[src/rtl/tri_pwm3_pkg.sv]
package tri_pwm3_pkg;
    localparam int unsigned SEL_W = 4;

    // Write-port register select; leg i uses SEL_CMP + i
    typedef enum logic [SEL_W-1:0] {
        SEL_PEAK = 4'd0,
        SEL_DEAD = 4'd1,
        SEL_POL  = 4'd2,
        SEL_CMP  = 4'd3
    } sel_e;
endpackage

[src/rtl/tri_pwm3_regs.sv]
module tri_pwm3_regs
    import tri_pwm3_pkg::*;
#(
    parameter int CNT_W    = 16,
    parameter int DT_W     = 8,
    parameter int NPH      = 3,
    parameter int PEAK_RST = 255
) (
    input  logic                          clk,
    input  logic                          rst_n,
    input  logic                          wr_en,
    input  logic [SEL_W-1:0]              wr_sel,
    input  logic [CNT_W-1:0]              wr_data,
    output logic [CNT_W-1:0]              peak_buf_o,
    output logic [NPH-1:0][CNT_W-1:0]     cmp_buf_o,
    output logic [DT_W-1:0]               dead_o,
    output logic                          pol_o
);
    typedef struct packed {
        logic [CNT_W-1:0]          peak;
        logic [NPH-1:0][CNT_W-1:0] cmp;
        logic [DT_W-1:0]           dead;
        logic                      pol;
    } regs_t;

    localparam regs_t RST_VAL = '{
        peak: CNT_W'(PEAK_RST),
        cmp:  {NPH*CNT_W{1'b1}},
        dead: '0,
        pol:  1'b0
    };

    regs_t r_d, r_q;

    always_comb begin
        r_d = r_q;
        if (wr_en) begin
            if (wr_sel == SEL_PEAK) r_d.peak = wr_data;
            if (wr_sel == SEL_DEAD) r_d.dead = wr_data[DT_W-1:0];
            if (wr_sel == SEL_POL)  r_d.pol  = wr_data[0];
            for (int i = 0; i < NPH; i++) begin
                if (wr_sel == SEL_W'(int'(SEL_CMP) + i)) r_d.cmp[i] = wr_data;
            end
        end
    end

    always_ff @(posedge clk or negedge rst_n) begin
        if (!rst_n) r_q <= RST_VAL;
        else        r_q <= r_d;
    end

    assign peak_buf_o = r_q.peak;
    assign cmp_buf_o  = r_q.cmp;
    assign dead_o     = r_q.dead;
    assign pol_o      = r_q.pol;
endmodule

[src/rtl/tri_pwm3_carrier.sv]
module tri_pwm3_carrier #(
    parameter int CNT_W    = 16,
    parameter int PEAK_RST = 255
) (
    input  logic             clk,
    input  logic             rst_n,
    input  logic [CNT_W-1:0] peak_buf,
    output logic [CNT_W-1:0] cnt_o,
    output logic             up_o,
    output logic [CNT_W-1:0] peak_o,
    output logic             reload_o,
    output logic             irq_peak_o,
    output logic             irq_zero_o
);
    typedef struct packed {
        logic [CNT_W-1:0] cnt;
        logic             up;
        logic [CNT_W-1:0] peak;
    } car_t;

    localparam car_t RST_VAL = '{cnt: '0, up: 1'b1, peak: CNT_W'(PEAK_RST)};

    car_t c_d, c_q;
    logic reload;

    always_comb begin
        c_d = c_q;
        if (c_q.up) begin
            if (c_q.cnt >= c_q.peak) begin
                c_d.up  = 1'b0;
                c_d.cnt = c_q.cnt - 1'b1;
            end else begin
                c_d.cnt = c_q.cnt + 1'b1;
            end
        end else if (c_q.cnt == '0) begin
            c_d.up  = 1'b1;
            c_d.cnt = CNT_W'(1);
        end else begin
            c_d.cnt = c_q.cnt - 1'b1;
        end
        // Shadow update on the edge that brings the counter to zero
        reload = (c_d.cnt == '0);
        if (reload) c_d.peak = (peak_buf == '0) ? CNT_W'(1) : peak_buf;
    end

    always_ff @(posedge clk or negedge rst_n) begin
        if (!rst_n) c_q <= RST_VAL;
        else        c_q <= c_d;
    end

    assign cnt_o      = c_q.cnt;
    assign up_o       = c_q.up;
    assign peak_o     = c_q.peak;
    assign reload_o   = reload;
    assign irq_peak_o = c_q.up && (c_q.cnt == c_q.peak);
    assign irq_zero_o = !c_q.up && (c_q.cnt == '0);
endmodule

[src/rtl/tri_pwm3_phase.sv]
module tri_pwm3_phase #(
    parameter int CNT_W = 16,
    parameter int DT_W  = 8
) (
    input  logic             clk,
    input  logic             rst_n,
    input  logic [CNT_W-1:0] cnt,
    input  logic             up,
    input  logic [CNT_W-1:0] peak,
    input  logic             reload,
    input  logic [CNT_W-1:0] cmp_buf,
    input  logic [DT_W-1:0]  dead,
    input  logic             pol,
    output logic             pos_o,
    output logic             neg_o,
    output logic             ff_o,
    output logic [CNT_W-1:0] cmp_o
);
    localparam int DTC_W = DT_W + 1;

    typedef struct packed {
        logic [CNT_W-1:0] cmp;
        logic             ff;
        logic [DTC_W-1:0] dtc;
    } ph_t;

    localparam ph_t RST_VAL = '{cmp: {CNT_W{1'b1}}, ff: 1'b0, dtc: DTC_W'(1)};

    ph_t  p_d, p_q;
    logic hit, set_m, clr_m, settled;

    always_comb begin
        p_d   = p_q;
        hit   = (cnt == p_q.cmp);
        set_m = hit && (p_q.cmp < peak) && (up || cnt == '0);
        clr_m = (p_q.cmp > peak) || (hit && cnt != '0 && (!up || cnt == peak));
        if (set_m)      p_d.ff = 1'b1;
        else if (clr_m) p_d.ff = 1'b0;
        if (p_d.ff != p_q.ff)      p_d.dtc = {1'b0, dead} + 1'b1;
        else if (p_q.dtc != '0)    p_d.dtc = p_q.dtc - 1'b1;
        if (reload) p_d.cmp = cmp_buf;
    end

    always_ff @(posedge clk or negedge rst_n) begin
        if (!rst_n) p_q <= RST_VAL;
        else        p_q <= p_d;
    end

    assign settled = (p_q.dtc == '0);
    assign pos_o   = (p_q.ff & settled) ^ pol;
    assign neg_o   = (~p_q.ff & settled) ^ pol;
    assign ff_o    = p_q.ff;
    assign cmp_o   = p_q.cmp;
endmodule

[src/rtl/tri_pwm3.sv]
module tri_pwm3
    import tri_pwm3_pkg::*;
#(
    parameter int CNT_W    = 16,
    parameter int DT_W     = 8,
    parameter int NPH      = 3,
    parameter int PEAK_RST = 255
) (
    input  logic             clk,
    input  logic             rst_n,
    input  logic             wr_en,
    input  logic [SEL_W-1:0] wr_sel,
    input  logic [CNT_W-1:0] wr_data,
    output logic [NPH-1:0]   pos_o,
    output logic [NPH-1:0]   neg_o,
    output logic             irq_peak_o,
    output logic             irq_zero_o
);
    logic [CNT_W-1:0]          peak_buf, peak_act, cnt;
    logic [NPH-1:0][CNT_W-1:0] cmp_buf, cmp_act;
    logic [DT_W-1:0]           dead;
    logic                      pol, up, reload;
    logic [NPH-1:0]            ff_act;

    tri_pwm3_regs #(
        .CNT_W(CNT_W), .DT_W(DT_W), .NPH(NPH), .PEAK_RST(PEAK_RST)
    ) u_regs (
        .clk(clk), .rst_n(rst_n), .wr_en(wr_en), .wr_sel(wr_sel), .wr_data(wr_data),
        .peak_buf_o(peak_buf), .cmp_buf_o(cmp_buf), .dead_o(dead), .pol_o(pol)
    );

    tri_pwm3_carrier #(
        .CNT_W(CNT_W), .PEAK_RST(PEAK_RST)
    ) u_car (
        .clk(clk), .rst_n(rst_n), .peak_buf(peak_buf),
        .cnt_o(cnt), .up_o(up), .peak_o(peak_act), .reload_o(reload),
        .irq_peak_o(irq_peak_o), .irq_zero_o(irq_zero_o)
    );

    for (genvar g = 0; g < NPH; g++) begin : g_leg
        tri_pwm3_phase #(
            .CNT_W(CNT_W), .DT_W(DT_W)
        ) u_ph (
            .clk(clk), .rst_n(rst_n), .cnt(cnt), .up(up), .peak(peak_act),
            .reload(reload), .cmp_buf(cmp_buf[g]), .dead(dead), .pol(pol),
            .pos_o(pos_o[g]), .neg_o(neg_o[g]), .ff_o(ff_act[g]), .cmp_o(cmp_act[g])
        );
    end
endmodule

[config.mk]
export PLATFORM = sky130hd
export DESIGN_NAME = tri_pwm3
export DESIGN_NICKNAME = d
export VERILOG_FILES = /design/src/rtl/tri_pwm3_pkg.sv /design/src/rtl/tri_pwm3_regs.sv /design/src/rtl/tri_pwm3_carrier.sv /design/src/rtl/tri_pwm3_phase.sv /design/src/rtl/tri_pwm3.sv
export SDC_FILE = /design/constraint.sdc
export NUM_CORES = 1
export LEC_CHECK = 0
export ABC_AREA = 0
export ABC_CLOCK_PERIOD_IN_PS = 10790
export BUFFER_PORTS_ARGS = -buffer_cell sky130_fd_sc_hd__buf_2
export CELL_PAD_IN_SITES_DETAIL_PLACEMENT = 1
export CELL_PAD_IN_SITES_GLOBAL_PLACEMENT = 2
export CORE_MARGIN = 8
export CORE_UTILIZATION = 46
export DETAILED_ROUTE_END_ITERATION = 8
export PLACE_DENSITY = 0.95
export SLEW_MARGIN = 15
export SYNTH_ARGS = -nofsm -noshare
export SYNTH_HDL_FRONTEND = slang
export SYNTH_HIERARCHICAL = 1
export SYNTH_SLANG_ARGS = --single-unit
export TNS_END_PERCENT = 20
[constraint.sdc]
create_clock -name clk -period 10.79 [get_ports clk]
set_input_delay 1.079 -clock clk [delete_from_list [all_inputs] [get_ports clk]]
set_output_delay 1.079 -clock clk [all_outputs]
set_load 0.05 [all_outputs]
* Yosys cells after proc, flatten, opt, wreduce, memory -nomap -nowiden
Index checks and enable logic that the tools add are counted.
** Word-level totals
- Flip-flop bits (word level) :: 184
- Bits in latches :: 0
- Bits in writable memories :: 0
- Bits in read-only memories :: 0
- Input bits :: 23
- Output and inout port bits :: 8
- Logic and storage cells :: 116
- Memories :: 0
** Cells by class
- $add $sub $neg :: 6
- $mul :: 0
- Div/mod/pow operators :: 0
- Magnitude comparators :: 7
- Equal/unequal tests :: 12
- Shifts and indexed selects :: 0
- Mux-type cells :: 18
- Bitwise operators :: 15
- Reduce and logical (&&, ||, !) cells :: 40
** Operators with widths (number)
- $eq A16 B16 Y1 :: 4
- $mux W9 :: 6
- $gt A16 B16 Y1 :: 3
- $logic_not A16 Y1 :: 3
- $lt A16 B16 Y1 :: 3
- $mux W16 :: 3
- $logic_not A9 Y1 :: 3
- $reduce_bool A9 Y1 :: 3
- $sub A9 B1 Y9 const B :: 3
- $mux W17 :: 1
- $add A16 B1 Y16 const B :: 1
- $ge A16 B16 Y1 :: 1
- $reduce_bool A16 Y1 :: 1
- $sub A16 B1 Y16 const B :: 1
- $logic_and A1 B1 Y1 :: 14
- $reduce_and A2 Y1 :: 6
- $add A8 B1 Y9 const B :: 1
- $eq A4 B2 Y1 const B :: 2
- $eq A4 B3 Y1 const B :: 2
- $mux W1 :: 8
- $and A1 B1 Y1 :: 6
- $reduce_bool A2 Y1 :: 3
- $xor A1 B1 Y1 :: 6
- $logic_or A1 B1 Y1 :: 5
- other kinds (5) :: 9

* Depth between registers and ports, before layout
Gate-level depths: netlist (run 1).
- Word-level depth :: 8
- Gate-level depth with buffers :: 16
- Depth with buffers taken out :: 13

* Hierarchy
Netlist (run 1), hierarchy kept.
** By module, submodules not included
- tri_pwm3_phase :: instances 3, cells each 230, area an instance 2214.6 µm², sequential area each 671.9 µm²
- tri_pwm3_regs :: instances 1, cells each 160, area an instance 2865.2 µm², sequential area each 1896.8 µm²
- tri_pwm3_carrier :: instances 1, cells each 262, area an instance 2556.2 µm², sequential area each 837.1 µm²

* Worst setup path before layout (run 1)
Ideal clock, no wire load.
- Kind :: reg-to-reg
- From :: register u_car.c_q (netlist bit u_car/cnt_o[0])
- To :: register g_leg[0].u_ph.p_q (netlist bit g_leg[0].u_ph/cmp_o[10])
- Setup time :: 82 ps
- Data arrival time :: 4299 ps
- Required time :: 10708 ps
- Slack :: 6409 ps
- Stages on the path, launching flop included :: 16
- Buffers on the path :: 3
- Period minus slack after synthesis :: 4381 ps
- Cells stage by stage :: dfrtp_1 -> inv_1 -> ha_1 -> and4_1 -> nor2b_1 -> o31ai_1 -> and4_1 -> buf_6 -> nand2_1 -> o31a_1 -> a2111oi_4 -> nand2_1 -> nor4_1 -> clkbuf_1 -> clkbuf_1 -> mux2_2
** Between the ends
- Cells in the longest elaborated chain, start to end :: 4
- Elaborated cells between the ends (all ways) :: 8
- Classes of those cells :: add/sub: 2; order compare: 1; mux: 3; reduce/logical: 2
** RTL lines
- from (decl) :: RTL line tri_pwm3_carrier.sv:23 : car_t c_d, c_q;
- from (signal assigned) :: RTL line tri_pwm3_carrier.sv:47 : if (!rst_n) c_q <= RST_VAL;
- from (signal assigned) :: RTL line tri_pwm3_carrier.sv:48 : else c_q <= c_d;
- $sub A16 B1 Y16, or another cell as far along :: RTL line tri_pwm3_carrier.sv:31, tri_pwm3_carrier.sv:39
- $mux W16 (on tied branches) :: RTL line tri_pwm3_carrier.sv:35, tri_pwm3_carrier.sv:29
- $mux W17 * :: RTL line tri_pwm3_carrier.sv:28 : if (c_q.up) begin
- $logic_not A16 Y1 * :: RTL line tri_pwm3_carrier.sv:42 : reload = (c_d.cnt == '0);
- net reload :: RTL line tri_pwm3.sv:22 : logic pol, up, reload;
- to (signal assigned) :: RTL line tri_pwm3_phase.sv:46 : else p_q <= p_d;
- to (decl) :: RTL line tri_pwm3_phase.sv:29 : ph_t p_d, p_q;
The timed path passes the listed nets; every way through them passes the cells marked *.
A chain may end at the register's enable or synchronous reset.

==> flow_summary.ini, run 1 <==
[status]
status = complete, no violations

[clock_network]
cts_sinks = 184
post_cts_buffers = 0
htreeDepth = 4
clk_pin_slew_ns = 0.08
cts_tree = yes
ctsResizeCount = 0
cts-buffers-inserted = 17
clockBufferDepth = 2
postCtsHoldBufs = 0
cts-root-buf = clkbuf_16
clk-insertion-delay-late_ns = 0.45

[cells_and_area]
layout_commonest_cell = xnor2_1
layout.nets = 1190
fill_cells = 2747
fin_area_mm2 = 0.01277
syn2layout_area_growth_pct = 9.096
final_cell_mix = xnor2_1, dfstp_2, mux2_2, inv_1, ha_1
drive_gt1_frac = 0.3098
antenna_cells = 0

[placement]
io_buffers = 30
gp_congestion = 0.8865
place_ws_ns = 5.665
dpl.hpwl_mm = 23.54
place_area_mm2 = 0.01215

[worst_setup_path]
cp-start-kind = flop
timing.critical_path.mode_cell = mux2_2
reg2reg_depth = 13
r2r_end = g_leg[0].u_ph/cmp_o[1]
critPathMaxFanout = 51
critPathKind = reg -> reg
crit_cells = 13
critical_path.slowest_cell = dfrtp_1
crit_required_ns = 11.16
critical_path.top_delay_family = simple AND/OR/NAND/NOR gates
max_stage_delay_ns = 0.68
r2r_slack_ns = 5.60
crit_buf_inv = 2
cp.arrival_ns = 5.56
cp_cell_sequence = inv_1 > ha_1 > and4_1 > nor2b_1 > o31ai_1 > nand4_1 > nor2_1 > a41oi_1 > mux2_2 > a211o_1 > nor4_2 > buf_4 > mux2_2
endpoint_kind = flop
r2r-start = u_car/cnt_o[0]

[timing]
finalSetupViolCount = 0
finalCriticalPeriod_ns = 5.190
max_freq_mhz = 192.7
maxSlewHeadroom = 0.1766
finalHoldViolCount = 0
tns_ns = 0
worst_slack_ns = 5.600
grt_setup_unrepaired = no
slew_violations = 0
finClkSkew_ns = 0.01219
post-route-period-util = 0.4810
tightest_slew_ns = 1.235
hold_ws_ns = 0.5282

[detailed_routing]
viasPerCell = 5.953
dr.pass1.iters = 5
route.detailed.drc = 0
drt_iter0_drc = 700
wl_per_cell_um = 23.48
num_vias = 8555
postRouteAntennaNets = 0
finalWirelength_mm = 33.74

[synthesis]
synthCells = 1064
yosys_warnings = 6
synth_area_mm2 = 0.01170
avgSynthCellArea_um2 = 11.00
syn_nets = 1160

[hold_path]
min_path_cells = 2
min_path_type = reg -> reg
hold_path_startpoint = u_regs/cmp_buf_o[32]
whs_endpoint = g_leg[2].u_ph/cmp_o[0]

[power]
max-vdd-ir-drop_mv = 0.1392
total_power_w = 0.003527
p_sw_frac = 0.4356
switchingPower_w = 0.001536
power.density_mw_per_mm2 = 276.2
power.internal_w = 0.001991
pwr-share-seq = 0.379
p_clk_frac = 0.187
p_leak_nw = 5.348
p_comb_frac = 0.434

[grt]
grt_usage = 0.2245
grt_pass1_vias = 9363
antenna_found_initial = 1
grt_max_degree = 107
grt_pass1_wl_mm = 54.28
grt.overflow.total = 0

[die]
ioPinCount = 31
die_h_um = 175.5
die_w_um = 175.5
start_util = 0.4662
die-area_mm2 = 0.03081
core_mm2 = 0.02511
rows = 58

[job]
drv_cap = 0
[routing by layer]
metal | global-route usage | part of all wire
met3 | 0.03457 | 0.044
met1 | 0.2834 | 0.42
met5 | 0 | 0.00039
met4 | 0.07806 | 0.027
met2 | 0.3852 | 0.50
[worst register-to-register path: cells and delay by family (launching register included)]
| kind | cells | cell delay, ns |
|---|---|---|
| compound gates | 3 | 0.78 |
| fa+ha+maj | 1 | 0.34 |
| buf+inv | 2 | 0.87 |
| mux | 2 | 0.84 |
| flops | 1 | 0.68 |
| simple gates | 5 | 1.59 |
[layout make-up]
class,count,area [um2],share of cell area
Inverter,85,319.1,0.02499
Timing Repair Buffer,37,209.0,0.01636
Clock inverter,15,196.4,0.01538
Multi-Input combinational cell,769,6457,0.5057
Tap cell,330,412.9,0.03233
Clock buffer,17,425.4,0.03331
Sequential cell,184,4750,0.3719
[worst max-delay path by stage]
stage	start	endpoint	slack [ns]
after global placement	u_car/cnt_o[0]	g_leg[2].u_ph/cmp_o[5]	5.79
after detailed placement	u_car/cnt_o[0]	g_leg[1].u_ph/cmp_o[6]	5.67
after floorplan	u_car/cnt_o[0]	g_leg[0].u_ph/cmp_o[10]	6.41
after global routing	u_car/cnt_o[0]	g_leg[2].u_ph/cmp_o[2]	5.18
after CTS	u_car/cnt_o[0]	g_leg[1].u_ph/cmp_o[6]	5.65
final	u_car/cnt_o[0]	g_leg[0].u_ph/cmp_o[1]	5.60
[stage by stage]
| stage | utilization | instances |
|---|---|---|
| after global routing | 0.5086 | 1437 |
| after floorplan | - | 1064 |
| after global placement | 0.4838 | 1405 |
| after detailed placement | 0.4838 | 1405 |
| after CTS | 0.5086 | 1437 |
| final | 0.5086 | 1437 |
[power groups by stage]
| stage | clock network (W) | logic (W) | registers (W) |
|---|---|---|---|
| after global placement | 0 | 0.00142 | 0.00132 |
| after global routing | 0.000700 | 0.00167 | 0.00137 |
| after floorplan | 0 | 0.00115 | 0.00120 |
| after CTS | 0.000673 | 0.00153 | 0.00133 |
| after detailed placement | 0 | 0.00148 | 0.00134 |
| final | 0.000658 | 0.00153 | 0.00134 |
[registers in the layout (all words and copies together) (netlist names), 3 cells and up]
signal and count:
g_leg.u_ph/cmp_o 48, u_car/cnt_o 16, g_leg.u_ph/p_q 27, u_regs/peak_buf_o 16
g_leg.u_ph/ff_o 3, u_regs/dead_o 8, u_regs/cmp_buf_o 48, u_car/peak_o 16
Power figures use the tool's default switching activity.
==> inputs of run 2 (changes only) <==
--- a/config.mk
+++ b/config.mk
@@ -6,14 +6,14 @@
 export NUM_CORES = 1
 export LEC_CHECK = 0
 export ABC_AREA = 0
-export ABC_CLOCK_PERIOD_IN_PS = 10790
+export ABC_CLOCK_PERIOD_IN_PS = 5300
 export BUFFER_PORTS_ARGS = -buffer_cell sky130_fd_sc_hd__buf_2
 export CELL_PAD_IN_SITES_DETAIL_PLACEMENT = 1
 export CELL_PAD_IN_SITES_GLOBAL_PLACEMENT = 2
 export CORE_MARGIN = 8
-export CORE_UTILIZATION = 46
+export CORE_UTILIZATION = 43
 export DETAILED_ROUTE_END_ITERATION = 8
-export PLACE_DENSITY = 0.95
+export PLACE_DENSITY = 0.9
 export SLEW_MARGIN = 15
 export SYNTH_ARGS = -nofsm -noshare
 export SYNTH_HDL_FRONTEND = slang
==> constraint.sdc (replaced) <==
create_clock -name clk -period 5.3 [get_ports clk]
set_input_delay 0.53 -clock clk [delete_from_list [all_inputs] [get_ports clk]]
set_output_delay 0.53 -clock clk [all_outputs]
set_load 0.05 [all_outputs]
==> run 2 against run 1 <==
Die area rose by 6.3%. Sequential share of layout area fell by 0.54 points. Final area rose by 1.5%. First-iteration DRC count fell by 19%. Count of clock-buffer cells in the layout rose by 1. Critical path type unchanged. Highest routed layer is now met4.
==> flow_summary.ini, run 2 (synthesis gave the netlist of run 1 again) <==
[grt]
antenna_found_initial = 0
grt_use_met2 = 0.3672
grt_use_met3 = 0.03190
grt.overflow.total = 0
grt_max_degree = 98
grt_pass1_vias = 9387
grt_usage = 0.2137
grt.busiest_layer = met2
grt_pass1_wl_mm = 54.75
grt.met1_usage = 0.2672

[timing]
hold_ws_ns = 0.1396
tns_ns = 0
finClkSkew_ns = 0.02283
slew_violations = 0
finalHoldViolCount = 0
post-route-period-util = 0.8975
finalSetupViolCount = 0
maxSlewHeadroom = 0.4279
max_freq_mhz = 210.2
finalCriticalPeriod_ns = 4.757
tightest_slew_ns = 0.8561
grt_setup_unrepaired = no

[cells_and_area]
layout.nets = 1211
antenna_cells = 0
layout_commonest_cell = xnor2_1
final_cell_mix = xnor2_1, dfstp_2, mux2_2, inv_1, ha_1
utilization = 0.4821
fill_cells = 2929
syn2layout_area_growth_pct = 10.70
drive_gt1_frac = 0.3227

[placement]
gp_congestion = 0.9050
dpl.hpwl_mm = 25.02
io_buffers = 30

[worst_setup_path]
endpoint_kind = flop
crit_end = g_leg[2].u_ph/cmp_o[4]
cp.arrival_ns = 5.12
crit_path_start = u_car/cnt_o[0]
critical_path.slowest_cell = dfrtp_1
reg2reg_depth = 13
critPathMaxFanout = 51
r2r_end = g_leg[2].u_ph/cmp_o[4]
r2r_slack_ns = 0.54
crit_required_ns = 5.67
max_stage_delay_ns = 0.69
crit_cells = 13
crit_buf_inv = 2
cp-start-kind = flop
r2r-start = u_car/cnt_o[0]
critical_path.top_delay_family = simple AND/OR/NAND/NOR gates
critPathKind = reg -> reg
cp_cell_sequence = inv_1 > ha_1 > and4_1 > nor2b_1 > o31ai_1 > and4_1 > nand2_1 > o31a_1 > a2111oi_4 > nand2_1 > nor4_2 > buf_12 > mux2_2

[die]
ioPinCount = 31
die_h_um = 181.0
rows = 60
die_w_um = 181.0
start_util = 0.4355
core_mm2 = 0.02688
die-area_mm2 = 0.03276

[power]
p_sw_frac = 0.4304
total_power_w = 0.007234
power.density_mw_per_mm2 = 558.3
p_leak_nw = 5.464
switchingPower_w = 0.003113
p_clk_frac = 0.182
pwr-share-seq = 0.355
p_comb_frac = 0.463
power.internal_w = 0.004121
max-vdd-ir-drop_mv = 0.2122

[clock_network]
cts-root-buf = clkbuf_16
cts_tree = yes
ctsResizeCount = 0
clk-insertion-delay-late_ns = 0.45
cts-buffers-inserted = 17
htreeDepth = 4
cts_sinks = 184
post_cts_buffers = 0
clk_pin_slew_ns = 0.09
postCtsHoldBufs = 0
clockBufferDepth = 2

[detailed_routing]
num_vias = 8497
dr.pass1.iters = 5
route.detailed.drc = 0
viasPerCell = 5.784
drt_iter0_drc = 567
finalWirelength_mm = 34.50
wl_per_cell_um = 23.49
postRouteAntennaNets = 0

[job]
drv_cap = 0

[hold_path]
min_path_type = in -> async

[status]
status = complete, no violations
==> run 2: stage by stage <==
stage          area, um2  worst slack [ns]  cells
2_1_floorplan      11710            0.9190   1064
3_3_place_gp       12320            0.7904   1436
3_5_place_dp       12320            0.6349   1436
4_1_cts            12930            0.5815   1468
5_1_grt            12960            0.2618   1469
6_report           12960            0.5431   1469
==> run 2: cell type report <==
cell class | instances | area, um2 | area share
Multi-Input combinational cell | 769 | 6451 | 0.4979
Sequential cell | 184 | 4750 | 0.3666
Clock buffer | 18 | 439.2 | 0.03389
Tap cell | 341 | 426.7 | 0.03293
Timing Repair Buffer | 58 | 401.6 | 0.03100
Inverter | 85 | 319.1 | 0.02462
Clock inverter | 14 | 170.2 | 0.01313
==> run 2: worst min-delay path by stage <==
stage	from	end	slack, ns	cells past startpoint
6_report	rst_n	u_regs/dead_o[1]	0.14	1
5_1_grt	rst_n	g_leg[0].u_ph/p_q[3]	0.19	1
4_1_cts	rst_n	g_leg[0].u_ph/p_q[3]	0.17	1
3_5_place_dp	u_regs/cmp_buf_o[16]	g_leg[1].u_ph/cmp_o[0]	0.49	2
3_3_place_gp	u_regs/cmp_buf_o[32]	g_leg[2].u_ph/cmp_o[0]	0.48	2
2_1_floorplan	rst_n	g_leg[0].u_ph/ff_o	0.23	0
==> run 2: routing by layer <==
metal	vias to the layer above	share of wire
met1	4328	0.44
met3	74	0.041
met5	-	0
met4	0	0.033
li1	3892	-
met2	203	0.49
==> run 2: power by group through the flow <==
stage / clock, W / sequential, W / combinational [W]
finish: 0.00132 / 0.00257 / 0.00335
detailed placement: 0 / 0.00258 / 0.00328
floorplan: 0 / 0.00245 / 0.00235
global placement: 0 / 0.00255 / 0.00315
CTS: 0.00135 / 0.00256 / 0.00333
global route: 0.00139 / 0.00262 / 0.00367
==> inputs of run 3 (changes only) <==
--- a/config.mk
+++ b/config.mk
@@ -10,6 +10,7 @@
 export BUFFER_PORTS_ARGS = -buffer_cell sky130_fd_sc_hd__buf_2
 export CELL_PAD_IN_SITES_DETAIL_PLACEMENT = 1
 export CELL_PAD_IN_SITES_GLOBAL_PLACEMENT = 2
+export CORE_ASPECT_RATIO = 1.1
 export CORE_MARGIN = 8
 export CORE_UTILIZATION = 43
 export DETAILED_ROUTE_END_ITERATION = 8
==> run 3 against run 2 <==
Sequential power hardly changed. Critical path type unchanged. Via count hardly changed. Worst setup slack gained 0.081 ns. Final area is 0.24% higher. Global-route usage fell by 0.42 points. Count of clock-buffer cells in the layout is the same. Clock power is 5% higher. Highest routed layer unchanged. Sequential share of layout area shrank 0.088 points. Worst hold slack worse by 0.027 ns.
==> flow_summary.ini, run 3 (synthesis gave the netlist of run 1 again) <==
[worst_setup_path]
cp.arrival_ns = 5.04
critPathKind = reg -> reg
cp_cell_sequence = inv_1 > ha_1 > and4_1 > nor2b_1 > o31ai_1 > and4_1 > nand2_1 > o31a_1 > a2111oi_4 > nand2_1 > nor4_2 > buf_12 > mux2_2
crit_buf_inv = 2
max_stage_delay_ns = 0.68
critical_path.top_delay_family = simple AND/OR/NAND/NOR gates
cp-start-kind = flop
r2r_slack_ns = 0.62
r2r_end = g_leg[2].u_ph/cmp_o[8]
r2r-start = u_car/cnt_o[0]
crit_cells = 13
endpoint_kind = flop
critPathMaxFanout = 51
crit_end = g_leg[2].u_ph/cmp_o[8]
crit_path_start = u_car/cnt_o[0]
reg2reg_depth = 13
critical_path.slowest_cell = dfrtp_1
crit_required_ns = 5.66

[clock_network]
post_cts_buffers = 0
cts_tree = yes
postCtsHoldBufs = 0
htreeDepth = 4
clockBufferDepth = 2
ctsResizeCount = 0
clk-insertion-delay-late_ns = 0.45
cts_sinks = 184
cts-root-buf = clkbuf_16
clk_pin_slew_ns = 0.09
cts-buffers-inserted = 17

[cells_and_area]
multi_input_area_mm2 = 0.006451
layout.nets = 1210
utilization = 0.4832
final-seq-area_mm2 = 0.004750
syn2layout_area_growth_pct = 10.97
fill_cells = 2922
drive_gt1_frac = 0.3221
antenna_cells = 0
final_cell_mix = xnor2_1, dfstp_2, mux2_2, inv_1, ha_1
layout_commonest_cell = xnor2_1

[timing]
post-route-period-util = 0.8823
finClkSkew_ns = 0.02657
finalHoldViolCount = 0
grt_setup_unrepaired = no
max_freq_mhz = 213.8
tightest_slew_ns = 1.182
finalSetupViolCount = 0
slew_violations = 0
maxSlewHeadroom = 0.2121
finalCriticalPeriod_ns = 4.676
tns_ns = 0

[power]
power.density_mw_per_mm2 = 561.9
p_leak_nw = 5.461
total_power_w = 0.007298
max-vdd-ir-drop_mv = 0.2298

[die]
start_util = 0.4355
die_w_um = 173.3
ioPinCount = 31
die-area_mm2 = 0.03276
rows = 63
die_h_um = 189.0
core_mm2 = 0.02688

[status]
status = complete, no violations

[grt]
grt_pass1_wl_mm = 53.92
grt_pass1_vias = 9303
grt.overflow.total = 0
antenna_found_initial = 0
grt_usage = 0.2095
grt_max_degree = 78

[detailed_routing]
dr.pass1.iters = 7
wl_per_cell_um = 22.84
route.detailed.drc = 0
postRouteAntennaNets = 0
drt_iter0_drc = 429
num_vias = 8505
viasPerCell = 5.731
finalWirelength_mm = 33.90

[job]
drv_cap = 0

[hold_path]
min_path_type = in -> async

[placement]
gp_congestion = 0.8995
dpl.hpwl_mm = 24.76
io_buffers = 30
## run 3: cell types whose count changed in the layout (fill, tap and decap cells not counted), sizes merged
cell | previous run | this run
clkinvlp | 0 | 1
bufinv | 0 | 1
clkbuf | 19 | 18
inv | 91 | 89
## run 3: worst register-to-register path, cell delays in order (launching register included)
cell and delay (ns):
dfrtp_1 0.68, inv_1 0.27, ha_1 0.34, and4_1 0.20
nor2b_1 0.13, o31ai_1 0.24, and4_1 0.38, nand2_1 0.26
o31a_1 0.45, a2111oi_4 0.39, nand2_1 0.11, nor4_2 0.41
buf_12 0.29, mux2_2 0.47
## run 3: metal layers
metal  track usage  share of wire
met5             0              0
met3       0.02829          0.036
met2        0.3681           0.50
met1        0.2550           0.43
met4       0.08629          0.033
## run 3: report_power, final
group          internal [W]  switching, W
registers           0.00198      0.000572
logic               0.00150       0.00188
clock network      0.000718      0.000662
## run 3: through the flow
stage          hold slack [ns]  std cells  setup WS (ns)  cell area (um2)
3_5_place_dp            0.4848       1452         0.6871            12340
4_1_cts                 0.1282       1484         0.6446            12990
2_1_floorplan           0.2344       1064         0.9190            11710
5_1_grt                 0.1556       1484         0.3808            12990
3_3_place_gp            0.4762       1452         0.7920            12340
6_report                0.1130       1484         0.6236            12990
## run 3: final cells by class
cell class                      count  area share
Sequential cell                   184      0.3657
Clock buffer                       18     0.03468
Multi-Input combinational cell    769      0.4967
Clock inverter                     14     0.01541
Tap cell                          357     0.03439
Inverter                           85     0.02456
Timing Repair Buffer               57     0.02861
## run 3: worst min-delay path by stage
stage,start,end,slack [ns],depth (start not counted)
global route,rst_n,u_regs/peak_buf_o[15],0.16,1
global placement,u_regs/cmp_buf_o[0],g_leg[0].u_ph/cmp_o[0],0.48,2
finish,rst_n,u_regs/peak_buf_o[15],0.11,1
CTS,rst_n,u_regs/peak_buf_o[15],0.13,1
floorplan,rst_n,g_leg[0].u_ph/ff_o,0.23,0
detailed placement,u_regs/cmp_buf_o[16],g_leg[1].u_ph/cmp_o[0],0.48,2
